## config.mk

```make
export PLATFORM = sky130hd
export DESIGN_NAME = rot_regfile
export DESIGN_NICKNAME = d
export VERILOG_FILES = /design/src/rtl/rrf_pkg.sv /design/src/rtl/rrf_base.sv /design/src/rtl/rrf_map.sv /design/src/rtl/rrf_store.sv /design/src/rtl/rot_regfile.sv
export SDC_FILE = /design/constraint.sdc
export NUM_CORES = 2
export LEC_CHECK = 0
export BUFFER_PORTS_ARGS = -buffer_cell sky130_fd_sc_hd__buf_2
export CORE_ASPECT_RATIO = 1.5
export CORE_MARGIN = 2
export CORE_UTILIZATION = 64
export DETAILED_ROUTE_END_ITERATION = 12
export MAX_ROUTING_LAYER = met4
export PLACE_DENSITY = 0.85
export REMOVE_ABC_BUFFERS = 1
export SYNTH_ARGS = -nofsm -noshare
export SYNTH_HDL_FRONTEND = slang
export SYNTH_HIERARCHICAL = 1
export SYNTH_SLANG_ARGS = --single-unit
```

## constraint.sdc

```tcl
create_clock -name clk -period 4.7 [get_ports clk]
set_clock_uncertainty 0.2 [all_clocks]
set_input_delay 0.47 -clock clk [delete_from_list [all_inputs] [get_ports clk]]
set_output_delay 0.47 -clock clk [all_outputs]
set_load 0.02 [all_outputs]
```

## src/rtl/rrf_pkg.sv

```systemverilog
package rrf_pkg;

    typedef enum logic [1:0] {
        BOP_HOLD = 2'd0,
        BOP_DEC  = 2'd1,
        BOP_LOAD = 2'd2
    } base_op_e;

    // A load wins over a decrement issued in the same cycle.
    function automatic base_op_e decode_base_op(input logic dec, input logic load);
        if (load)
            return BOP_LOAD;
        else if (dec)
            return BOP_DEC;
        return BOP_HOLD;
    endfunction

endpackage

```

## src/rtl/rrf_base.sv

```systemverilog
module rrf_base #(
    parameter int NREGS = 64,
    parameter int IDX_W = $clog2(NREGS)
) (
    input  logic             clk,
    input  logic             rst_n,
    input  logic             dec,
    input  logic             load,
    input  logic [IDX_W-1:0] load_val,
    output logic [IDX_W-1:0] base_q
);
    import rrf_pkg::*;

    localparam logic [IDX_W-1:0] TOP = IDX_W'(NREGS - 1);

    typedef struct packed {
        logic [IDX_W-1:0] base;
    } base_st_t;

    base_st_t st_d, st_q;
    base_op_e op;

    always_comb begin
        op   = decode_base_op(dec, load);
        st_d = st_q;
        case (op)
            BOP_LOAD: st_d.base = load_val;
            BOP_DEC:  st_d.base = (st_q.base == '0) ? TOP : st_q.base - 1'b1;
            default:  st_d.base = st_q.base;
        endcase
    end

    always_ff @(posedge clk or negedge rst_n) begin
        if (!rst_n)
            st_q <= '0;
        else
            st_q <= st_d;
    end

    assign base_q = st_q.base;

    AST_BASE_STEP: assert property (@(posedge clk) disable iff (!rst_n)
        (dec && !load) |=> (base_q == (($past(base_q) == '0) ? TOP : $past(base_q) - 1'b1)));
    AST_BASE_LOAD: assert property (@(posedge clk) disable iff (!rst_n)
        load |=> (base_q == $past(load_val)));
    AST_BASE_HOLD: assert property (@(posedge clk) disable iff (!rst_n)
        (!dec && !load) |=> $stable(base_q));

endmodule

```

## src/rtl/rrf_map.sv

```systemverilog
module rrf_map #(
    parameter int NREGS = 64,
    parameter int IDX_W = $clog2(NREGS)
) (
    input  logic [IDX_W-1:0] idx,
    input  logic [IDX_W-1:0] base,
    output logic [IDX_W-1:0] phys
);
    localparam int SUM_W = IDX_W + 1;

    generate
        if ((1 << IDX_W) == NREGS) begin : g_pow2
            // The modulo comes free from truncation.
            assign phys = idx + base;
        end else begin : g_generic
            logic [SUM_W-1:0] sum;
            always_comb begin
                sum = SUM_W'(idx) + SUM_W'(base);
                if (sum >= SUM_W'(NREGS))
                    sum = sum - SUM_W'(NREGS);
            end
            assign phys = sum[IDX_W-1:0];
        end
    endgenerate

endmodule

```

## src/rtl/rrf_store.sv

```systemverilog
module rrf_store #(
    parameter int DATA_W = 32,
    parameter int NREGS  = 64,
    parameter int NRD    = 2,
    parameter int IDX_W  = $clog2(NREGS)
) (
    input  logic                         clk,
    input  logic                         rst_n,
    input  logic                         wr_en,
    input  logic [IDX_W-1:0]             wr_addr,
    input  logic [DATA_W-1:0]            wr_data,
    input  logic [NRD-1:0][IDX_W-1:0]    rd_addr,
    output logic [NRD-1:0][DATA_W-1:0]   rd_data
);
    logic [DATA_W-1:0] mem_d [NREGS];
    logic [DATA_W-1:0] mem_q [NREGS];

    always_comb begin
        for (int i = 0; i < NREGS; i++)
            mem_d[i] = mem_q[i];
        if (wr_en)
            mem_d[wr_addr] = wr_data;
    end

    always_ff @(posedge clk or negedge rst_n) begin
        if (!rst_n) begin
            for (int i = 0; i < NREGS; i++)
                mem_q[i] <= '0;
        end else begin
            for (int i = 0; i < NREGS; i++)
                mem_q[i] <= mem_d[i];
        end
    end

    generate
        for (genvar p = 0; p < NRD; p++) begin : g_rd
            assign rd_data[p] = mem_q[rd_addr[p]];
        end
    endgenerate

    AST_WRITE_LANDS: assert property (@(posedge clk) disable iff (!rst_n)
        wr_en |=> (mem_q[$past(wr_addr)] == $past(wr_data)));

endmodule

```

## src/rtl/rot_regfile.sv

```systemverilog
module rot_regfile #(
    parameter int DATA_W = 32,
    parameter int NREGS  = 64,
    parameter int IDX_W  = $clog2(NREGS)
) (
    input  logic              clk,
    input  logic              rst_n,
    input  logic [IDX_W-1:0]  rd0_idx,
    output logic [DATA_W-1:0] rd0_data,
    input  logic [IDX_W-1:0]  rd1_idx,
    output logic [DATA_W-1:0] rd1_data,
    input  logic              wr_en,
    input  logic [IDX_W-1:0]  wr_idx,
    input  logic [DATA_W-1:0] wr_data,
    input  logic              base_dec,
    input  logic              base_load,
    input  logic [IDX_W-1:0]  base_load_val,
    output logic [IDX_W-1:0]  rot_base
);
    localparam int NRD = 2;

    logic [IDX_W-1:0]                base_q;
    logic [NRD-1:0][IDX_W-1:0]       rd_log;
    logic [NRD-1:0][IDX_W-1:0]       rd_phys;
    logic [NRD-1:0][DATA_W-1:0]      rd_val;
    logic [IDX_W-1:0]                wr_phys;

    rrf_base #(.NREGS(NREGS), .IDX_W(IDX_W)) u_base (
        .clk      (clk),
        .rst_n    (rst_n),
        .dec      (base_dec),
        .load     (base_load),
        .load_val (base_load_val),
        .base_q   (base_q)
    );

    assign rd_log[0] = rd0_idx;
    assign rd_log[1] = rd1_idx;

    generate
        for (genvar p = 0; p < NRD; p++) begin : g_rmap
            rrf_map #(.NREGS(NREGS), .IDX_W(IDX_W)) u_map (
                .idx  (rd_log[p]),
                .base (base_q),
                .phys (rd_phys[p])
            );
        end
    endgenerate

    rrf_map #(.NREGS(NREGS), .IDX_W(IDX_W)) u_wmap (
        .idx  (wr_idx),
        .base (base_q),
        .phys (wr_phys)
    );

    rrf_store #(.DATA_W(DATA_W), .NREGS(NREGS), .NRD(NRD), .IDX_W(IDX_W)) u_store (
        .clk     (clk),
        .rst_n   (rst_n),
        .wr_en   (wr_en),
        .wr_addr (wr_phys),
        .wr_data (wr_data),
        .rd_addr (rd_phys),
        .rd_data (rd_val)
    );

    assign rd0_data = rd_val[0];
    assign rd1_data = rd_val[1];
    assign rot_base = base_q;

    AST_ITER_DISTINCT: assert property (@(posedge clk) disable iff (!rst_n)
        (base_dec && !base_load) |=> ((wr_idx != $past(wr_idx)) || (wr_phys != $past(wr_phys))));

endmodule

```

## Word level (Yosys, flattened, before mapping)

Cells that the tools add are included.

| operators by class | value |
|---|---|
| $add $sub $neg | 4 |
| magnitude comparators | 4 |
| eq/ne operators | 2 |
| muxes and demuxes | 16 |
| bitwise logic cells | 3 |
| reductions and logical operators | 3 |

Operator list:

| operator | number |
|---|---|
| $bwmux W2048 | 1 |
| $bmux W32 S6 | 2 |
| $demux W32 S6 | 1 |
| $mux W32 | 5 |
| $ge A7 B7 Y1 const B | 3 |
| $not A6 Y7 | 3 |
| $add A6 B6 Y6 | 3 |
| $pmux W6 S2 | 1 |
| $lt A7 B1 Y1 const B | 1 |
| $logic_not A6 Y1 | 1 |
| $mux W2 | 3 |
| $mux W6 | 1 |
| $sub A6 B1 Y6 const B | 1 |
| $eq A2 B1 Y1 const B | 1 |
| $eq A2 B2 Y1 const B | 1 |
| $mux W1 | 2 |
| $reduce_bool A2 Y1 | 1 |
| $logic_and A1 B1 Y1 | 1 |

| storage, ports and cells | value |
|---|---|
| register bits after elaboration | 2054 |
| word-level logic and storage cells | 97 |

## Logic depth before layout (Yosys ltp)

| logic depth | value |
|---|---|
| depth after elaboration | 7 |
| depth in mapped cells | 13 |

## By module

The synthesis kept the hierarchy.

By module, submodules not included:

| module | instances | cells each | area an instance (µm²) |
|---|---|---|---|
| rrf_store | 1 | 6779 | 108893.2 |
| rrf_map | 3 | 19 | 186.4 |
| rrf_base | 1 | 46 | 402.9 |

## Least setup slack after synthesis

No wires, ideal clock.

| timing path | value |
|---|---|
| path type | register -> output |
| start point | register u_base.st_q, in the netlist u_base/base_q[0] |
| end point | output port rd1_data[14] |
| arrival | 3445 ps |
| data required time | 4030 ps |
| path slack | 585 ps |
| cell stages (with the launch flop) | 10 |
| path through | dfrtp_1 ha_1 fa_1 buf_2 buf_2 clkbuf_1 clkbuf_1 mux4_2 mux4_2 a221o_1 |

RTL lines:

| what | line | text |
|---|---|---|
| from (decl) | rrf_base.sv:20 | `base_st_t st_d, st_q;` |
| from (signal assigned) | rrf_base.sv:37 | `st_q <= st_d;` |
| to (decl) | rot_regfile.sv:11 | `output logic [DATA_W-1:0] rd1_data,` |

==> impl_metrics.csv <==
group,metric,value,unit
die,io_pins,131,
yosys,yosys.cell_types.count,59,
power,finalPower,76500,uW
run_status,violations,"negative setup slack",
sta,fmax,0.186,GHz
sta,rsz0062_at_grt,"yes",
yosys,synth-seq-cells,2054,
sta,period_minus_slack,5.39,ns
layout,final_nets,7259,
cts,cts_tree,"yes",
cts,clkSinkCount,2054,
sta,worst_pin_slew,1.46,ns
die,die-area,175000,sq um
cts,clock_latency,0.87,ns
route,drt_first_iter_violations,10881,
grt,grt_use_total,46.8,%
power,p_leak,0.0572,uW
layout,nFillCells,8689,
yosys,synth_async_sr_flop_share,100,%
power,peakVddDrop,0.495,mV
layout,postLayoutCoreUtil,75.6,%
grt,grt_overflow,0,
cts,cts.reportedPaths.clkPinSlew,0.07,ns
yosys,synth_edf_count,0,
sta,hold_viol,0,
placed_design,placed_cells,8922,
yosys,synth.largest_area_cell,"dfrtp_1",
grt,grt_max_degree,127,
run,cap_violations,0,
placed_design,portBuffers,130,
route,num_vias,77113,
sta,setup_violations,97,
grt,grt_pass1_wl,567000,um
yosys,synthCells,6882,
sta,holdWs,0.283,ns
worst_setup_path,crit_arrival,4.72,ns
power,powerDensity,592,nW/um^2
worst_setup_path,slowest_stage,"fa_4",
route,first_pass_iters,9,
layout,final_cells,9626,
cts,clockBufferDepth,3,
cts,root_buffer,"clkbuf_16",
worst_setup_path,startpoint_type,"register",
worst_setup_path,cp_cell_sequence,"buf_6 > ha_4 > fa_4 > buf_12 > buf_16 > buf_16 > buf_12 > mux4_2 > mux4_2 > a22o_1 > a221o_1 > buf_6",
yosys,synth_area,110000,sq um
placed_design,gp_routability_congestion,0.937,
yosys,synth.most_common_cell,"mux2_2",
placed_design,hpwl,216000,um
worst_setup_path,crit_fanout,8,
route,post-route-drc-count,0,
grt,antenna_found_initial,21,
route,wirelength,406000,um
worst_setup_path,ff2ff_setup_slack,-0.08,ns
cts,cts_max_level,4,
yosys,synth.yosys.warnings,6,
sta,fin_crit_sh,115,%
layout,final_cell_area,129000,sq um
die,start_util,64.3,%
worst_hold_path,hold_class,"primary input to register",
layout,area_growth,17.6,%
die,placementRows,186,
sta,slew_violations,0,
sta,setup_slack,-0.688,ns
yosys,synth-seq-area-share,46.8,%
worst_setup_path,crit_path_end_kind,"primary output",
grt,grt_pass1_vias,80742,
worst_setup_path,critPathKind,"register to primary output",
yosys,netlist.area_leader.share,46.8,%
worst_setup_path,max_stage_delay,0.80,ns
placed_design,post_dp_cell_area,116000,sq um
sta,slew_headroom,2.40,%
layout,drive_above_1_share,63.3,%
die,core_area,171000,sq um
route,ant_nets,0,
yosys,syn_area_per_cell,16.0,sq um
route,post_drt_wl_per_cell,42.2,um
cts,numCtsBuffers,189,
run_status,run_status,"finished with violations",
worst_setup_path,cp_data_required_time,4.03,ns
die,die_h,511,um
yosys,synthTopCellsByArea,"dfrtp_1 47%, mux4_2 24%, mux2_2 21%, clkbuf_1 1.6%, mux2i_1 1.4%",
yosys,synthTopCellsByCount,"2081 x mux2_2, 2054 x dfrtp_1, 1158 x mux4_2, 475 x clkbuf_1, 152 x mux2i_1",
die,dieWidth,342,um
route,avgViaCountPerCell,8.01,
yosys,ys.flop_type,"dfrtp_1",
power breakdown:
group          switching (uW)  internal, uW
registers                5070         23300
logic                   14500         17400
clock network            7260          8970
critical path: cells and delay by family, from the launching register on:
kind / cells / cell delay (ns)
multiplexers: 2 / 0.99
adder cells (fa/ha/maj): 2 / 0.95
buffers and inverters: 6 / 0.89
AO/OA/AOI/OAI: 2 / 0.56
flip-flops: 1 / 0.40
metrics by stage:
step | TNS (ns) | worst slack (ns)
after global placement | 0 | 0.174
after floorplan | -1206.69 | -20.57
after global routing | -28.63 | -0.711
after CTS | -24.32 | -0.546
after detailed placement | 0 | 0.0423
final | -27.86 | -0.688
path summary, 6_finish.rpt:
path                                startpoint             endpoint  depth (start not counted)
max reg2reg                   u_base/base_q[0]   u_store/mem_q[695]                         13
min in group asynchronous                rst_n  u_store/mem_q[1215]                          3
max                           u_base/base_q[0]         rd1_data[11]                         12
min reg2reg                u_store/mem_q[1870]  u_store/mem_q[1870]                          1
max in group asynchronous                rst_n  u_store/mem_q[1993]                          5
min                                 wr_data[9]   u_store/mem_q[137]                          2
placed cells by master, fill, tap and decap left out, types with 18 or more instances in the layout:
master	instances
clkbuf_16	214
a21oi_2	19
buf_8	29
mux2i_1	137
a211oi_2	20
dlygate4sd3_1	18
nor2b_1	38
clkinv_2	28
a22o_1	24
dfrtp_1	2053
a221o_1	29
buf_12	221
nor2_4	55
and2_1	18
buf_6	85
buf_4	353
nor2_1	18
buf_2	70
clkbuf_1	42
buf_16	64
a211oi_1	27
o22ai_2	24
mux2_2	2079
a21oi_1	35
nand2_1	88
mux4_2	1158
clkbuf_8	47
diode_2	36
layout make-up:
type / count / area, sq um / share of cell area [%]
multi-input cells: 4055 / 56900 / 44.0
flip-flops and latches: 2054 / 51400 / 39.8
repair buffers: 869 / 11600 / 8.95
clock buffers: 284 / 5680 / 4.40
well taps: 2256 / 2820 / 2.18
clock inverters: 63 / 686 / 0.531
diodes: 36 / 90.1 / 0.0697
inverters: 9 / 50.0 / 0.0387
cell families after synthesis:
family,Yosys count,share of synthesized area (%)
mux,3391,46.5
compound gates,313,2.04
simple gates,316,1.38
fa+ha+maj,20,0.248
buf+inv,773,2.97
flops,2054,46.8
xor+xnor,15,0.120
timing repair:
action | in CTS | in global routing
buffers inserted | 152 | 104
pin swaps | 62 | 70
setup endpoints to repair | 64 | 150
hold buffers | 17 | 1
cloned | 49 | 19
endpoints found under the hold margin | 95 | 2
resized for setup | 388 | 172
sequential cells by signal, indices dropped and copies added (netlist names):
signal / count
u_base/base_q: 6
u_store/mem_q: 2048
metal layers:
| metal | GRT usage [%] | share of wire, % | vias up |
|---|---|---|---|
| met5 | - | 0 | - |
| met4 | 40.8 | 12 | 0 |
| met3 | 18.0 | 15 | 2999 |
| met2 | 64.8 | 43 | 7191 |
| met1 | 52.9 | 30 | 39415 |
| li1 | - | - | 27508 |
Note: power is estimated with default switching activity, not from simulation.
